File: src/rtl/i2c_rd_slave_pkg.sv
package i2c_rd_slave_pkg;
   localparam int BYTE_W  = 8;
   localparam int SLA_W   = 7;
   localparam int CNT_W   = $clog2(BYTE_W);
   localparam int REG_AW  = 2;

   localparam logic [REG_AW-1:0] RA_ADDR = 2'd0;
   localparam logic [REG_AW-1:0] RA_CTRL = 2'd1;
   localparam logic [REG_AW-1:0] RA_TXD  = 2'd2;
   localparam logic [REG_AW-1:0] RA_STAT = 2'd3;

   localparam logic [BYTE_W-1:0] STS_ADDR_RD   = 8'hA8;
   localparam logic [BYTE_W-1:0] STS_DATA_ACK  = 8'hB8;
   localparam logic [BYTE_W-1:0] STS_DATA_NACK = 8'hC0;
   localparam logic [BYTE_W-1:0] STS_LAST_ACK  = 8'hC8;
   localparam logic [BYTE_W-1:0] STS_NONE      = 8'hF8;

   typedef enum logic [2:0] {
      S_IDLE, S_ADDR, S_ADDR_END, S_ADDR_ACK,
      S_WAIT, S_TX_LOAD, S_TX_BITS, S_TX_ACK
   } eng_state_t;
endpackage

File: src/rtl/i2c_rd_slave_sync.sv
module i2c_rd_slave_sync #(
   parameter int STAGES = 2
) (
   input  logic clk,
   input  logic rst_n,
   input  logic d,
   output logic q
);
   logic [STAGES:0] chain;
   assign chain[0] = d;

   for (genvar i = 0; i < STAGES; i++) begin : g_stage
      always_ff @(posedge clk or negedge rst_n) begin
         if (!rst_n) chain[i+1] <= 1'b1;
         else        chain[i+1] <= chain[i];
      end
   end

   assign q = chain[STAGES];
endmodule

File: src/rtl/i2c_rd_slave_evdet.sv
module i2c_rd_slave_evdet (
   input  logic clk,
   input  logic rst_n,
   input  logic scl_s,
   input  logic sda_s,
   output logic scl_rise,
   output logic scl_fall,
   output logic start_det,
   output logic stop_det
);
   logic scl_d, sda_d;

   always_ff @(posedge clk or negedge rst_n) begin
      if (!rst_n) begin
         scl_d <= 1'b1;
         sda_d <= 1'b1;
      end else begin
         scl_d <= scl_s;
         sda_d <= sda_s;
      end
   end

   assign scl_rise  = scl_s & ~scl_d;
   assign scl_fall  = ~scl_s & scl_d;
   assign start_det = scl_s & scl_d & sda_d & ~sda_s;
   assign stop_det  = scl_s & scl_d & ~sda_d & sda_s;
endmodule

File: src/rtl/i2c_rd_slave_regs.sv
module i2c_rd_slave_regs
   import i2c_rd_slave_pkg::*;
(
   input  logic              clk,
   input  logic              rst_n,
   input  logic              reg_we,
   input  logic [REG_AW-1:0] reg_addr,
   input  logic [BYTE_W-1:0] reg_wdata,
   output logic [BYTE_W-1:0] reg_rdata,
   input  logic              set_flag,
   input  logic [BYTE_W-1:0] set_code,
   output logic [SLA_W-1:0]  own_addr,
   output logic              gc_en,
   output logic              ack_en,
   output logic              ack_nx,
   output logic [BYTE_W-1:0] tx_data,
   output logic              flag,
   output logic              host_clr
);
   logic [BYTE_W-1:0] code_q;
   logic              ctrl_wr;

   assign ctrl_wr  = reg_we && (reg_addr == RA_CTRL);
   assign host_clr = ctrl_wr && reg_wdata[0] && flag;
   assign ack_nx   = ctrl_wr ? reg_wdata[1] : ack_en;

   always_ff @(posedge clk or negedge rst_n) begin
      if (!rst_n) begin
         own_addr <= '0;
         gc_en    <= 1'b0;
         ack_en   <= 1'b0;
         tx_data  <= '0;
         flag     <= 1'b0;
         code_q   <= STS_NONE;
      end else begin
         if (reg_we && reg_addr == RA_ADDR) begin
            own_addr <= reg_wdata[BYTE_W-1:1];
            gc_en    <= reg_wdata[0];
         end
         if (ctrl_wr)                        ack_en  <= reg_wdata[1];
         if (reg_we && reg_addr == RA_TXD)   tx_data <= reg_wdata;
         if (set_flag) begin
            flag   <= 1'b1;
            code_q <= set_code;
         end else if (host_clr) begin
            flag   <= 1'b0;
         end
      end
   end

   always_comb begin
      case (reg_addr)
         RA_ADDR: reg_rdata = {own_addr, gc_en};
         RA_CTRL: reg_rdata = {6'd0, ack_en, flag};
         RA_TXD:  reg_rdata = tx_data;
         default: reg_rdata = flag ? code_q : STS_NONE;
      endcase
   end
endmodule

File: src/rtl/i2c_rd_slave_engine.sv
module i2c_rd_slave_engine
   import i2c_rd_slave_pkg::*;
#(
   parameter bit GC_SUPPORT = 1'b1
) (
   input  logic              clk,
   input  logic              rst_n,
   input  logic              scl_rise,
   input  logic              scl_fall,
   input  logic              start_det,
   input  logic              stop_det,
   input  logic              sda_s,
   input  logic [SLA_W-1:0]  own_addr,
   input  logic              gc_en,
   input  logic              ack_en,
   input  logic              ack_nx,
   input  logic [BYTE_W-1:0] tx_data,
   input  logic              host_clr,
   output logic              set_flag,
   output logic [BYTE_W-1:0] set_code,
   output logic              sda_drive,
   output logic              hold_scl
);
   eng_state_t        st;
   logic [BYTE_W-1:0] sh;
   logic [CNT_W-1:0]  cnt;
   logic              last_q, nack_q, cont_q;
   logic              gc_hit, addr_hit, on_bus;

   if (GC_SUPPORT) begin : g_gc
      assign gc_hit = gc_en && (sh[BYTE_W-1:1] == '0);
   end else begin : g_nogc
      assign gc_hit = 1'b0;
   end

   assign addr_hit = ack_en && sh[0] && ((sh[BYTE_W-1:1] == own_addr) || gc_hit);
   assign on_bus   = (st != S_IDLE) && (st != S_WAIT) && (st != S_TX_LOAD);

   always_ff @(posedge clk or negedge rst_n) begin
      if (!rst_n) begin
         st       <= S_IDLE;
         sh       <= '0;
         cnt      <= '0;
         last_q   <= 1'b0;
         nack_q   <= 1'b0;
         cont_q   <= 1'b0;
         set_flag <= 1'b0;
         set_code <= STS_NONE;
      end else begin
         set_flag <= 1'b0;
         if (on_bus && (start_det || stop_det)) begin
            st  <= start_det ? S_ADDR : S_IDLE;
            cnt <= '0;
         end else begin
            case (st)
               S_IDLE: begin
                  if (start_det) begin
                     st  <= S_ADDR;
                     cnt <= '0;
                  end
               end
               S_ADDR: begin
                  if (scl_rise) begin
                     sh  <= {sh[BYTE_W-2:0], sda_s};
                     cnt <= cnt + 1'b1;
                     if (cnt == CNT_W'(BYTE_W-1)) st <= S_ADDR_END;
                  end
               end
               S_ADDR_END: begin
                  if (scl_fall) st <= addr_hit ? S_ADDR_ACK : S_IDLE;
               end
               S_ADDR_ACK: begin
                  if (scl_fall) begin
                     st       <= S_WAIT;
                     set_flag <= 1'b1;
                     set_code <= STS_ADDR_RD;
                     cont_q   <= 1'b1;
                  end
               end
               S_WAIT: begin
                  if (host_clr) begin
                     if (cont_q) begin
                        st     <= S_TX_LOAD;
                        sh     <= tx_data;
                        last_q <= ~ack_nx;
                        cnt    <= '0;
                     end else begin
                        st <= S_IDLE;
                     end
                  end
               end
               S_TX_LOAD: st <= S_TX_BITS;
               S_TX_BITS: begin
                  if (scl_fall) begin
                     if (cnt == CNT_W'(BYTE_W-1)) begin
                        st <= S_TX_ACK;
                     end else begin
                        sh  <= {sh[BYTE_W-2:0], 1'b1};
                        cnt <= cnt + 1'b1;
                     end
                  end
               end
               S_TX_ACK: begin
                  if (scl_rise) nack_q <= sda_s;
                  if (scl_fall) begin
                     st       <= S_WAIT;
                     set_flag <= 1'b1;
                     set_code <= nack_q ? STS_DATA_NACK :
                                 (last_q ? STS_LAST_ACK : STS_DATA_ACK);
                     cont_q   <= ~nack_q & ~last_q;
                  end
               end
               default: st <= S_IDLE;
            endcase
         end
      end
   end

   assign sda_drive = (st == S_ADDR_ACK) ||
                      (((st == S_TX_LOAD) || (st == S_TX_BITS)) && !sh[BYTE_W-1]);
   assign hold_scl  = (st == S_TX_LOAD);
endmodule

File: src/rtl/i2c_rd_slave.sv
module i2c_rd_slave
   import i2c_rd_slave_pkg::*;
#(
   parameter int SYNC_STAGES = 2,
   parameter bit GC_SUPPORT  = 1'b1
) (
   input  logic              clk,
   input  logic              rst_n,
   input  logic              scl_i,
   input  logic              sda_i,
   output logic              scl_oe,
   output logic              sda_oe,
   input  logic              reg_we,
   input  logic [REG_AW-1:0] reg_addr,
   input  logic [BYTE_W-1:0] reg_wdata,
   output logic [BYTE_W-1:0] reg_rdata,
   output logic              irq
);
   if (SYNC_STAGES < 2) begin : g_bad_sync
      $error("SYNC_STAGES must be at least 2");
   end

   logic scl_s, sda_s, scl_rise, scl_fall, start_det, stop_det;
   logic set_flag, gc_en, ack_en, ack_nx, flag, host_clr, sda_drive, hold_scl;
   logic [BYTE_W-1:0] set_code, tx_data;
   logic [SLA_W-1:0]  own_addr;

   i2c_rd_slave_sync #(.STAGES(SYNC_STAGES)) u_sync_scl (
      .clk(clk), .rst_n(rst_n), .d(scl_i), .q(scl_s));
   i2c_rd_slave_sync #(.STAGES(SYNC_STAGES)) u_sync_sda (
      .clk(clk), .rst_n(rst_n), .d(sda_i), .q(sda_s));

   i2c_rd_slave_evdet u_evdet (
      .clk(clk), .rst_n(rst_n), .scl_s(scl_s), .sda_s(sda_s),
      .scl_rise(scl_rise), .scl_fall(scl_fall),
      .start_det(start_det), .stop_det(stop_det));

   i2c_rd_slave_regs u_regs (
      .clk(clk), .rst_n(rst_n), .reg_we(reg_we), .reg_addr(reg_addr),
      .reg_wdata(reg_wdata), .reg_rdata(reg_rdata),
      .set_flag(set_flag), .set_code(set_code),
      .own_addr(own_addr), .gc_en(gc_en), .ack_en(ack_en), .ack_nx(ack_nx),
      .tx_data(tx_data), .flag(flag), .host_clr(host_clr));

   i2c_rd_slave_engine #(.GC_SUPPORT(GC_SUPPORT)) u_engine (
      .clk(clk), .rst_n(rst_n), .scl_rise(scl_rise), .scl_fall(scl_fall),
      .start_det(start_det), .stop_det(stop_det), .sda_s(sda_s),
      .own_addr(own_addr), .gc_en(gc_en), .ack_en(ack_en), .ack_nx(ack_nx),
      .tx_data(tx_data), .host_clr(host_clr),
      .set_flag(set_flag), .set_code(set_code),
      .sda_drive(sda_drive), .hold_scl(hold_scl));

   assign scl_oe = flag | hold_scl;
   assign sda_oe = sda_drive;
   assign irq    = flag;
endmodule

File: config.mk
export PLATFORM = sky130hd
export DESIGN_NAME = i2c_rd_slave
export DESIGN_NICKNAME = d
export VERILOG_FILES = /design/src/rtl/i2c_rd_slave_pkg.sv /design/src/rtl/i2c_rd_slave_sync.sv /design/src/rtl/i2c_rd_slave_evdet.sv /design/src/rtl/i2c_rd_slave_regs.sv /design/src/rtl/i2c_rd_slave_engine.sv /design/src/rtl/i2c_rd_slave.sv
export SDC_FILE = /design/constraint.sdc
export NUM_CORES = 1
export LEC_CHECK = 0
export BUFFER_PORTS_ARGS = -buffer_cell sky130_fd_sc_hd__buf_2
export CAP_MARGIN = 20
export CORE_ASPECT_RATIO = 1.2
export CORE_MARGIN = 4
export CORE_UTILIZATION = 55
export DETAILED_ROUTE_END_ITERATION = 10
export GPL_ROUTABILITY_DRIVEN = 0
export MAX_ROUTING_LAYER = met4
export PLACE_DENSITY = 0.77
export SYNTH_ARGS = -nofsm -noshare
export SYNTH_HDL_FRONTEND = slang
export SYNTH_SLANG_ARGS = --single-unit
File: constraint.sdc
create_clock -name clk -period 2.7 [get_ports clk]
set_clock_uncertainty 0.2 [all_clocks]
set_input_delay 0.54 -clock clk [delete_from_list [all_inputs] [get_ports clk]]
set_output_delay 0.54 -clock clk [all_outputs]
set_load 0.05 [all_outputs]
==> qor.yml <==
outcome:
  status: "finished, final reports clean"
clocking:
  htreeDepth: 2
  cts.sinks: 50
  clk_latency_ns: 0.30
  ctsHoldBuffers: 0
  cts_setup_buffers: 0
  cts_root_buf: "clkbuf_8"
  ctsResizeCount: 0
  cts_tree: "done"
  clk_pin_slew_ns: 0.09
  cts_buffers: 5
  cts_buffer_depth: 2
global_routing:
  grt_pass1_wl_um: 9321
  track_usage: 0.1982
  antenna_found_initial: 0
  grt_pass1_vias: 2018
  grt_start_max_net_pins: 51
  overflow: 0
setup_path:
  rrSetupSlack_ns: 0.38
  critPathKind: "flip-flop to output pin"
  crit_path_max_fanout: 10
  critPathCapture: "sda_oe"
  rr_worst_depth: 4
  crit_arrival_ns: 1.75
  r2r_end: "u_engine.sh[7]"
  critPathLaunchType: "flip-flop"
  critPathLaunch: "u_engine.st[2]"
  r2r_start: "u_engine.st[2]"
  cp.required_ns: 1.96
  cp-end-kind: "output pin"
placed_design:
  dp_cells: 319
  placed_cell_area_um2: 2776
  hpwl_um: 3869
  port_buffers: 25
  dp_slack_ns: 0.4047
die:
  core_area_um2: 4628
  rows: 27
  fp.dieW_um: 71.17
  num_io_pins: 26
  chipHeight_um: 83.81
  initial_core_util: 0.5691
  dieArea_um2: 5964
logic_synthesis:
  syn_avg_cell_area_um2: 10.71
  synth_top_family_by_area: "simple AND/OR/NAND/NOR gates"
  yosysWarnings: 0
  synthSimpleGateAreaFrac: 0.1734
  ys.flop_type: "dfrtp_1"
  synth_commonest_cells: "36 x dfrtp_1, 31 x nand2_1, 23 x mux2_2"
  syn_inst: 246
  synth-adder-area-share: 0.009501
  synth_most_common_cell: "dfrtp_1"
  synth_nets: 263
  synth_top_area_share: 0.3420
  synth_compound_area_frac: 0.1159
  synth_top_area_cell: "dfrtp_1"
  yosys-top-cells-area: "dfrtp_1 34%, dfstp_2 14%, mux2_2 9.8%"
  async_flop_share: 1.000
  synthDistinctLibCells: 53
  ys_seq_area_frac: 0.4817
  synth_xor_area_frac: 0.02993
  syn_area_um2: 2634
  synth.ff_latch_count: 50
  synth_mux_area_frac: 0.1482
  synth_edf_count: 0
finish:
  syn2layout_area_growth_pct: 9.026
  fillers: 373
  antenna_cells: 0
  multi_input_area_um2: 1261
  nNetsFinal: 285
  seqCellArea_um2: 1269
  finish.utilization: 0.6204
  drive_above_1_share: 0.3048
  stdcell_area_um2: 2872
  finalNonFillerCells: 327
sta:
  rsz0062_at_grt: "false"
  relSlewSlack: 0.3341
  fmax_mhz: 401.8
  hold_ws_ns: 0.1336
  min_period_ns: 2.489
  finalHoldViolCount: 0
  finalMaxSlewViolations: 0
  tns_ns: 0
  setup_viol: 0
  post-route-period-util: 0.9217
  worst_pin_slew_ns: 0.9988
  setup_slack_ns: 0.2114
drt:
  ant_nets: 0
  routed_via_density: 5.841
  wire_per_inst_um: 16.23
  drc_errors: 0
  dr.pass1.iters: 4
  drt_wl_total_um: 5308
  num_vias: 1910
  dr.first_iter.drc_count: 115
min_path:
  hold_class: "primary input to asynchronous set/reset pin"
flow_run:
  maxCapViolCount: 0
power_and_ir_drop:
  p_leak_nw: 1.319
  irDropWorstVdd_v: 0.0003899
  power.density_nw_per_um2: 535.2
  p_total_mw: 1.537
## layout make-up
class | instances | share of cell area
clock inverter | 2 | 0.004357
sequential | 50 | 0.4418
multi-input combinational | 177 | 0.4392
clock buffer | 6 | 0.02876
tap | 58 | 0.02527
inverter | 5 | 0.006536
timing repair buffer | 29 | 0.05403
## worst min-delay path by stage
stage | start | endpoint | slack [ns] | cells after the start
CTS | sda_i | u_sync_sda.chain[1] | 0.12 | 1
finish | rst_n | u_engine.cont_q | 0.13 | 2
global placement | u_sync_scl.chain[1] | u_sync_scl.q | 0.15 | 0
global route | scl_i | u_sync_scl.chain[1] | 0.12 | 1
detailed placement | u_sync_sda.chain[1] | u_sync_sda.q | 0.15 | 0
floorplan | rst_n | u_engine.cnt[0] | 0.04 | 0
## cell usage in the layout (no fill, tap or decap), types with 2 or more instances in the layout
cell	count
a211oi_2	2
a21o_1	2
a21oi_1	2
a31oi_1	2
and2b_1	2
buf_2	25
buf_4	4
clkbuf_8	6
dfrtp_1	36
dfstp_2	14
ha_1	2
inv_1	5
mux2_2	23
mux2i_1	12
nand2_1	31
nand2b_1	4
nand3_1	5
nor2_1	15
nor2b_1	2
nor3_1	3
nor4_1	3
nor4b_1	4
o21ai_0	18
o21ai_1	4
o221ai_1	4
o31ai_1	3
or3_1	2
xnor2_1	5
xor2_1	4
## kinds of logic after synthesis
logic type | after synthesis
adders and majority gates | 2
DFF | 50
buffers and inverters | 19
and+or+nand+nor | 85
AOI/OAI and AO/OA | 45
xor gates and xnor gates | 9
muxes | 36
## routing by layer
layer  GRT usage  share of wire  vias to the layer above
met5           -              0                        -
met4     0.06154          0.010                        0
met3     0.03133          0.040                        6
met2      0.3253           0.51                       45
met1      0.2504           0.44                      941
li1            -              -                      918
## registers in the layout, summed over array words and instances, names as in the netlist, 3 cells and up
| register | flops |
|---|---|
| u_engine.set_code | 4 |
| u_engine.cnt | 3 |
| u_regs.tx_data | 8 |
| u_engine.sh | 8 |
| u_regs.code_q | 4 |
| u_regs.own_addr | 7 |
| u_engine.st | 3 |
## power breakdown
part	switching (mW)	leakage, nW	internal (mW)	total (mW)
Combinational	0.137	0.675	0.0972	0.234
Sequential	0.0527	0.597	0.806	0.859
Clock	0.237	0.0472	0.206	0.444
Total	0.427	1.32	1.11	1.54
## worst max-delay path, cell delays in order, from the launching register on
cell	delay, ns
dfrtp_1	0.51
nand2b_1	0.27
o21ai_0	0.22
nand2_1	0.09
o31ai_2	0.07
buf_2	0.29
Note: power is estimated with default switching activity, not from simulation.
